$ cat config.mk
export PLATFORM = sky130hd
export DESIGN_NAME = aud_frame_tx
export DESIGN_NICKNAME = d
export VERILOG_FILES = /design/src/rtl/aft_pkg.sv /design/src/rtl/aft_cfg_regs.sv /design/src/rtl/aft_bitclk.sv /design/src/rtl/aft_sequencer.sv /design/src/rtl/aft_shifter.sv /design/src/rtl/aud_frame_tx.sv
export SDC_FILE = /design/constraint.sdc
export NUM_CORES = 1
export LEC_CHECK = 0
export ABC_AREA = 0
export BUFFER_PORTS_ARGS = -buffer_cell sky130_fd_sc_hd__buf_2
export CAP_MARGIN = 20
export CELL_PAD_IN_SITES_DETAIL_PLACEMENT = 0
export CELL_PAD_IN_SITES_GLOBAL_PLACEMENT = 1
export CORE_MARGIN = 3
export CORE_UTILIZATION = 43
export CTS_CLUSTER_SIZE = 28
export DETAILED_ROUTE_END_ITERATION = 6
export GPL_TIMING_DRIVEN = 0
export PLACE_DENSITY = 0.85
export SLEW_MARGIN = 20
export SYNTH_ARGS = -nofsm -noshare
export SYNTH_HDL_FRONTEND = slang
export SYNTH_SLANG_ARGS = --single-unit
$ cat constraint.sdc
create_clock -name clk -period 4.9 [get_ports clk]
set_input_delay 0.98 -clock clk [delete_from_list [all_inputs] [get_ports clk]]
set_output_delay 0.98 -clock clk [all_outputs]
set_load 0.02 [all_outputs]
$ cat src/rtl/aft_pkg.sv
package aft_pkg;

  // framing flags, one bit each, grouped so they load together
  typedef struct packed {
    logic bclk_inv;
    logic fs_low;
    logic fs_early;
    logic fs_wide;
    logic lsb_first;
  } aft_flags_t;

  // bit clock half: data launched in LAUNCH, sampled at entry to SAMPLE
  typedef enum logic {
    PH_LAUNCH = 1'b0,
    PH_SAMPLE = 1'b1
  } aft_phase_e;

endpackage

$ cat src/rtl/aft_cfg_regs.sv
module aft_cfg_regs
  import aft_pkg::*;
#(
  parameter int WLEN_W    = 5,
  parameter int SLOT_IW   = 1,
  parameter int MAX_SLOTS = 2,
  parameter int DIV_W     = 8
) (
  input  logic                 clk,
  input  logic                 rst,
  input  logic                 en,
  input  logic                 run,
  input  logic                 we,
  input  aft_flags_t           flags_in,
  input  logic [WLEN_W-1:0]    wlen_in,
  input  logic [SLOT_IW-1:0]   slots_in,
  input  logic [MAX_SLOTS-1:0] mask_in,
  input  logic [DIV_W-1:0]     half_in,
  output aft_flags_t           flags_q,
  output logic [WLEN_W-1:0]    wlen_q,
  output logic [SLOT_IW-1:0]   slots_q,
  output logic [MAX_SLOTS-1:0] mask_q,
  output logic [DIV_W-1:0]     half_q
);

  always_ff @(posedge clk) begin
    if (rst) begin
      flags_q <= '0;
      wlen_q  <= '1;
      slots_q <= '1;
      mask_q  <= '0;
      half_q  <= '0;
    end else if (we && !en && !run) begin
      flags_q <= flags_in;
      wlen_q  <= wlen_in;
      slots_q <= slots_in;
      mask_q  <= mask_in;
      half_q  <= half_in;
    end
  end

  // settings frozen while the engine runs
  p_cfg_frozen_r10: assert property (@(posedge clk) disable iff (rst)
    run |=> $stable({flags_q, wlen_q, slots_q, mask_q, half_q}));

endmodule

$ cat src/rtl/aft_bitclk.sv
module aft_bitclk
  import aft_pkg::*;
#(
  parameter int DIV_W = 8
) (
  input  logic             clk,
  input  logic             rst,
  input  logic             en,
  input  logic [DIV_W-1:0] half,
  input  logic             bclk_inv,
  output logic             run,
  output logic             start,
  output logic             launch,
  output logic             bclk
);

  logic [DIV_W-1:0] cnt;
  aft_phase_e       phase;

  assign start  = en && !run;
  assign launch = start || (en && run && (cnt == half) && (phase == PH_SAMPLE));

  always_ff @(posedge clk) begin
    if (rst) begin
      run   <= 1'b0;
      cnt   <= '0;
      phase <= PH_LAUNCH;
      bclk  <= 1'b0;
    end else if (!en) begin
      run   <= 1'b0;
      cnt   <= '0;
      phase <= PH_LAUNCH;
      bclk  <= bclk_inv;
    end else if (!run) begin
      run   <= 1'b1;
      cnt   <= '0;
      phase <= PH_LAUNCH;
      bclk  <= bclk_inv;
    end else if (cnt == half) begin
      cnt   <= '0;
      phase <= (phase == PH_LAUNCH) ? PH_SAMPLE : PH_LAUNCH;
      bclk  <= (phase == PH_LAUNCH) ^ bclk_inv;
    end else begin
      cnt   <= cnt + 1'b1;
    end
  end

endmodule

$ cat src/rtl/aft_sequencer.sv
module aft_sequencer #(
  parameter int WLEN_W    = 5,
  parameter int SLOT_IW   = 1,
  parameter int MAX_SLOTS = 2
) (
  input  logic                 clk,
  input  logic                 rst,
  input  logic                 en,
  input  logic                 start,
  input  logic                 launch,
  input  logic [WLEN_W-1:0]    wlen,
  input  logic [SLOT_IW-1:0]   last_slot,
  input  logic [MAX_SLOTS-1:0] mask,
  input  logic                 fs_low,
  input  logic                 fs_early,
  input  logic                 fs_wide,
  input  logic                 s_valid,
  output logic [WLEN_W-1:0]    nbit,
  output logic                 slot_first,
  output logic                 active,
  output logic                 take,
  output logic                 fsync,
  output logic                 underrun
);

  logic [WLEN_W-1:0]  bit_q, eb, fb;
  logic [SLOT_IW-1:0] slot_q, ns, es, fsl;
  logic               fs_lvl;

  // position of the bit about to launch, and the one after it
  always_comb begin
    if (start) begin
      nbit = '0;
      ns   = '0;
    end else if (bit_q == wlen) begin
      nbit = '0;
      ns   = (slot_q == last_slot) ? '0 : SLOT_IW'(slot_q + 1'b1);
    end else begin
      nbit = WLEN_W'(bit_q + 1'b1);
      ns   = slot_q;
    end
    if (nbit == wlen) begin
      eb = '0;
      es = (ns == last_slot) ? '0 : SLOT_IW'(ns + 1'b1);
    end else begin
      eb = WLEN_W'(nbit + 1'b1);
      es = ns;
    end
    fb     = fs_early ? eb : nbit;
    fsl    = fs_early ? es : ns;
    fs_lvl = (fsl == '0) && (fs_wide || (fb == '0));
  end

  assign slot_first = launch && (nbit == '0);
  assign active     = !mask[ns];
  assign take       = slot_first && active && s_valid;

  always_ff @(posedge clk) begin
    if (rst) begin
      bit_q    <= '0;
      slot_q   <= '0;
      fsync    <= 1'b0;
      underrun <= 1'b0;
    end else begin
      underrun <= slot_first && active && !s_valid;
      if (!en) begin
        fsync <= fs_low;
      end else if (launch) begin
        bit_q  <= nbit;
        slot_q <= ns;
        fsync  <= fs_lvl ^ fs_low;
      end
    end
  end

  // one handshake per slot start
  p_take_single_r7: assert property (@(posedge clk) disable iff (rst)
    take |=> !take);

  // underrun is a single-cycle pulse
  p_underrun_pulse_r9: assert property (@(posedge clk) disable iff (rst)
    underrun |=> !underrun);

endmodule

$ cat src/rtl/aft_shifter.sv
module aft_shifter #(
  parameter int MAX_WORD = 32,
  parameter int WLEN_W   = 5
) (
  input  logic                clk,
  input  logic                rst,
  input  logic                en,
  input  logic                launch,
  input  logic                slot_first,
  input  logic                active,
  input  logic                take,
  input  logic [WLEN_W-1:0]   nbit,
  input  logic [WLEN_W-1:0]   wlen,
  input  logic                lsb_first,
  input  logic [MAX_WORD-1:0] s_data,
  output logic                sdata
);

  logic [MAX_WORD-1:0] word_q, new_word, cur;
  logic [WLEN_W-1:0]   idx;

  assign new_word = take ? s_data : '0;
  assign cur      = slot_first ? new_word : word_q;
  assign idx      = lsb_first ? nbit : WLEN_W'(wlen - nbit);

  always_ff @(posedge clk) begin
    if (rst) begin
      word_q <= '0;
      sdata  <= 1'b0;
    end else if (!en) begin
      sdata  <= 1'b0;
    end else if (launch) begin
      sdata <= cur[idx];
      if (slot_first) word_q <= new_word;
    end
  end

  // a masked slot starts with a zero bit
  p_masked_zero_r8: assert property (@(posedge clk) disable iff (rst)
    (slot_first && !active) |=> !sdata);

endmodule

$ cat src/rtl/aud_frame_tx.sv
module aud_frame_tx
  import aft_pkg::*;
#(
  parameter int MAX_WORD  = 32,
  parameter int MAX_SLOTS = 2,
  parameter int DIV_W     = 8
) (
  input  logic                         clk,
  input  logic                         rst,
  input  logic                         en,
  input  logic                         cfg_we,
  input  logic                         cfg_bclk_inv,
  input  logic                         cfg_fs_low,
  input  logic                         cfg_fs_early,
  input  logic                         cfg_fs_wide,
  input  logic                         cfg_lsb_first,
  input  logic [$clog2(MAX_WORD)-1:0]  cfg_wlen,
  input  logic [$clog2(MAX_SLOTS)-1:0] cfg_slots,
  input  logic [MAX_SLOTS-1:0]         cfg_mask,
  input  logic [DIV_W-1:0]             cfg_half,
  input  logic                         s_valid,
  input  logic [MAX_WORD-1:0]          s_data,
  output logic                         s_ready,
  output logic                         bclk,
  output logic                         fsync,
  output logic                         sdata,
  output logic                         underrun
);

  localparam int WLEN_W  = $clog2(MAX_WORD);
  localparam int SLOT_IW = $clog2(MAX_SLOTS);

  aft_flags_t           flags_in, flags_q;
  logic [WLEN_W-1:0]    wlen_q, nbit;
  logic [SLOT_IW-1:0]   slots_q;
  logic [MAX_SLOTS-1:0] mask_q;
  logic [DIV_W-1:0]     half_q;
  logic                 run, start, launch, slot_first, active, take;

  assign flags_in = '{bclk_inv:  cfg_bclk_inv,  fs_low:  cfg_fs_low,
                      fs_early:  cfg_fs_early,  fs_wide: cfg_fs_wide,
                      lsb_first: cfg_lsb_first};

  aft_cfg_regs #(.WLEN_W(WLEN_W), .SLOT_IW(SLOT_IW), .MAX_SLOTS(MAX_SLOTS), .DIV_W(DIV_W))
  u_cfg (
    .clk(clk), .rst(rst), .en(en), .run(run), .we(cfg_we),
    .flags_in(flags_in), .wlen_in(cfg_wlen), .slots_in(cfg_slots),
    .mask_in(cfg_mask), .half_in(cfg_half),
    .flags_q(flags_q), .wlen_q(wlen_q), .slots_q(slots_q),
    .mask_q(mask_q), .half_q(half_q)
  );

  aft_bitclk #(.DIV_W(DIV_W)) u_bclk (
    .clk(clk), .rst(rst), .en(en), .half(half_q), .bclk_inv(flags_q.bclk_inv),
    .run(run), .start(start), .launch(launch), .bclk(bclk)
  );

  aft_sequencer #(.WLEN_W(WLEN_W), .SLOT_IW(SLOT_IW), .MAX_SLOTS(MAX_SLOTS)) u_seq (
    .clk(clk), .rst(rst), .en(en), .start(start), .launch(launch),
    .wlen(wlen_q), .last_slot(slots_q), .mask(mask_q),
    .fs_low(flags_q.fs_low), .fs_early(flags_q.fs_early), .fs_wide(flags_q.fs_wide),
    .s_valid(s_valid), .nbit(nbit), .slot_first(slot_first), .active(active),
    .take(take), .fsync(fsync), .underrun(underrun)
  );

  aft_shifter #(.MAX_WORD(MAX_WORD), .WLEN_W(WLEN_W)) u_shift (
    .clk(clk), .rst(rst), .en(en), .launch(launch), .slot_first(slot_first),
    .active(active), .take(take), .nbit(nbit), .wlen(wlen_q),
    .lsb_first(flags_q.lsb_first), .s_data(s_data), .sdata(sdata)
  );

  assign s_ready = take;

  logic bclk_lvl;
  assign bclk_lvl = bclk ^ flags_q.bclk_inv;

  // line changes during a run coincide with the launch edge
  p_data_on_launch_r3: assert property (@(posedge clk) disable iff (rst)
    ($past(run) && run && !$stable({sdata, fsync})) |-> $fell(bclk_lvl));

  // disabling quiets the data and underrun lines
  p_idle_quiet_r11: assert property (@(posedge clk) disable iff (rst)
    !en |=> (!sdata && !underrun));

endmodule

==> flow_metrics.env <==
export IMPL_outcome="complete, no violations"
export IMPL_p_per_area_mw_per_mm2=317
export IMPL_grt_pass1_vias=3860
export IMPL_antenna_found_initial=0
export IMPL_avgSynthCellArea_sq_um=8.27
export IMPL_clk_insertion_delay_late_ns=0.36
export IMPL_nNetsFinal=647
export IMPL_cts_tree="done"
export IMPL_period_minus_slack_ns=4.53
export IMPL_synthTopCellsByArea="dfxtp_1, mux2i_1, nand2_1"
export IMPL_synth_cell_types=61
export IMPL_vdd_ir_drop_max_mv=0.175
export IMPL_rows=35
export IMPL_num_antenna_cells=0
export IMPL_cap_violations=0
export IMPL_dpl_hpwl_microns=8290
export IMPL_synth_edf_count=0
export IMPL_p_leak_nw=1.95
export IMPL_rr_worst_depth=15
export IMPL_pwr_share_clk=0.382
export IMPL_maxSlewViolCount=0
export IMPL_synth_nets=575
export IMPL_period_share=0.925
export IMPL_synth_ff_type="dfxtp_1"
export IMPL_synth_top_family_by_area="simple AND/OR/NAND/NOR gates"
export IMPL_hold_class="register to register"
export IMPL_power_share_switching=0.298
export IMPL_yosysSeqAreaShare=0.348
export IMPL_overflow=0
export IMPL_ctsHoldBuffers=0
export IMPL_gp_congestion=0.906
export IMPL_clock_fmax_mhz=221
export IMPL_die_height_microns=105
export IMPL_finalSetupViolCount=0
export IMPL_arrival_ns=3.55
export IMPL_grt_total_usage=0.203
export IMPL_wl_microns=11000
export IMPL_cts_clk_slew_worst_paths_ns=0.08
export IMPL_max_slew_worst_pin_slew_ns=0.650
export IMPL_synth_compound_area_frac=0.202
export IMPL_startpoint_type="register"
export IMPL_crit_fanout=10
export IMPL_synth_adder_area_share=0.0286
export IMPL_dr_first_iter_drc_count=235
export IMPL_core_area_sq_mm=0.00937
export IMPL_io_pins=63
export IMPL_grt_pass1_wl_microns=18300
export IMPL_cts_sinks=73
export IMPL_drive_gt1_frac=0.195
export IMPL_p_sw_mw=0.465
export IMPL_cts_resized=0
export IMPL_fin_area_sq_mm=0.00492
export IMPL_post_cts_buffers=0
export IMPL_slew_headroom=0.565
export IMPL_synth_top_area_frac=0.348
export IMPL_start_util=0.448
export IMPL_synth_top_cells_by_count="dfxtp_1, nand2_1, nor2_1, a22oi_1, a21oi_1"
export IMPL_finalSetupTns_ns=0
export IMPL_ant_nets=0
export IMPL_synthMuxAreaShare=0.0828
export IMPL_ys_seq_elements=73
export IMPL_power_internal_mw=1.09
export IMPL_synthArstFlopShare=0
export IMPL_vias_per_cell=5.45
export IMPL_io_buffers=61
export IMPL_p_comb_frac=0.214
export IMPL_synth_warnings=0
export IMPL_grt_start_max_net_pins=15
export IMPL_hold_viol=0
export IMPL_yosysMostFrequentCell="dfxtp_1"
export IMPL_crit_required_ns=3.92
export IMPL_placed_area_sq_mm=0.00467
export IMPL_syn_inst=508
export IMPL_fin_worst_skew_ns=0.00801
export IMPL_rsz0062_at_grt="false"
export IMPL_end_kind="output port"
export IMPL_route_vias_total=3892
export IMPL_min_path_cells=2
export IMPL_area_delta_synth_final_pct=17.0
export IMPL_synthXorXnorAreaFrac=0.0634
export IMPL_yosys_area_share_simple=0.219
export IMPL_firstDrtPassIters=5
export IMPL_cts_buffer_depth=2
export IMPL_crit_type="register to output port"
export IMPL_dieArea_sq_mm=0.0110
export IMPL_drc=0
export IMPL_synth_top_area_cell="dfxtp_1"
export IMPL_syn_area_sq_mm=0.00420
export IMPL_seq_power_share=0.404
export IMPL_cts_root_buffer="clkbuf_8"
export IMPL_die_w_microns=105
export IMPL_h_tree_depth=3
export IMPL_wl_per_cell_microns=15.4
export IMPL_numCtsBuffers=9
[cell usage in the layout, fill, tap and decap left out, types with 3 or more instances in the layout]
master,n
a211o_1,3
a21oi_1,32
a22oi_1,33
a31oi_1,4
and2_1,3
and3_1,4
buf_2,71
buf_6,4
bufinv_16,3
clkbuf_1,16
clkbuf_8,9
dfxtp_1,73
ha_1,8
inv_1,12
inv_6,3
mux2_2,5
mux2i_1,28
nand2_1,72
nand2b_1,4
nand3_1,14
nand3b_1,5
nand4_1,4
nor2_1,68
nor2b_1,4
nor3_1,5
nor3b_1,5
nor4_1,6
o21ai_0,12
o41ai_1,4
xnor2_1,15
xnor2_2,4
xor2_1,8
[state kept, by name, indices dropped and copies added (netlist names), 2 cells and up]
name / flops
u_cfg.flags_q: 5
u_shift.word_q: 32
u_cfg.mask_q: 2
u_seq.bit_q: 5
u_cfg.half_q: 8
u_cfg.wlen_q: 5
u_bclk.cnt: 8
[final timing paths]
kind,slack [ns],start,end
max reg2reg,0.68,u_cfg.wlen_q[1]$_SDFFE_PP1P_,u_shift.sdata$_SDFFE_PP0N_
min,0.46,u_cfg.flags_q[1]$_SDFFE_PP0P_,u_cfg.flags_q[1]$_SDFFE_PP0P_
max,0.37,u_cfg.wlen_q[1]$_SDFFE_PP1P_,s_ready
min reg2reg,0.46,u_cfg.flags_q[1]$_SDFFE_PP0P_,u_cfg.flags_q[1]$_SDFFE_PP0P_
[power groups by stage]
| stage | logic [mW] | registers, mW | clock network, mW |
|---|---|---|---|
| after floorplan | 0.237 | 0.641 | 0 |
| after global placement | 0.327 | 0.643 | 0 |
| after detailed placement | 0.331 | 0.644 | 0 |
| after CTS | 0.333 | 0.630 | 0.604 |
| after global routing | 0.369 | 0.633 | 0.630 |
| final | 0.334 | 0.630 | 0.596 |
[through the flow]
| step | instances | util | setup WS [ns] | power (mW) | hold slack [ns] |
|---|---|---|---|---|---|
| after floorplan | 508 | - | 0.741 | 0.878 | 0.436 |
| after global placement | 698 | 0.498 | 0.241 | 0.970 | 0.451 |
| after detailed placement | 698 | 0.498 | 0.264 | 0.975 | 0.453 |
| after CTS | 714 | 0.525 | 0.347 | 1.57 | 0.466 |
| after global routing | 714 | 0.525 | 0.0915 | 1.63 | 0.487 |
| final | 714 | 0.525 | 0.369 | 1.56 | 0.462 |
[cells by family after synthesis]
group,after synthesis
AND/OR/NAND/NOR,202
buffers and inverters,47
multiplexers,34
AO/OA/AOI/OAI,116
adder cells (fa/ha/maj),9
XOR/XNOR,27
flip-flops,73
[cell type report]
cell class / instances / area (sq um)
flip-flops and latches: 73 / 1460
clock inverters: 7 / 124
repair buffers: 61 / 305
plain buffers: 35 / 193
inverters: 12 / 45.0
fillers: 972 / 4460
multi-input cells: 388 / 2500
well taps: 129 / 161
clock buffers: 9 / 124
[metal layers]
layer  wire [microns]  global-route usage
met1             5200               0.266
met5                0                   0
met3              545              0.0432
met4              157              0.0572
met2             5090               0.338
[worst max-delay path, cell delays in order, from the launching register on]
cell and delay (ns):
dfxtp_1 0.37, xnor2_1 0.32, nand3_2 0.24, o21ai_0 0.34, nor2_1 0.14, inv_1 0.10, ha_1 0.16, inv_1 0.07
a2111oi_4 0.44, o221a_1 0.29, and2_1 0.12, buf_4 0.16, buf_2 0.22, buf_2 0.20
(Power assumes the default switching activity.)
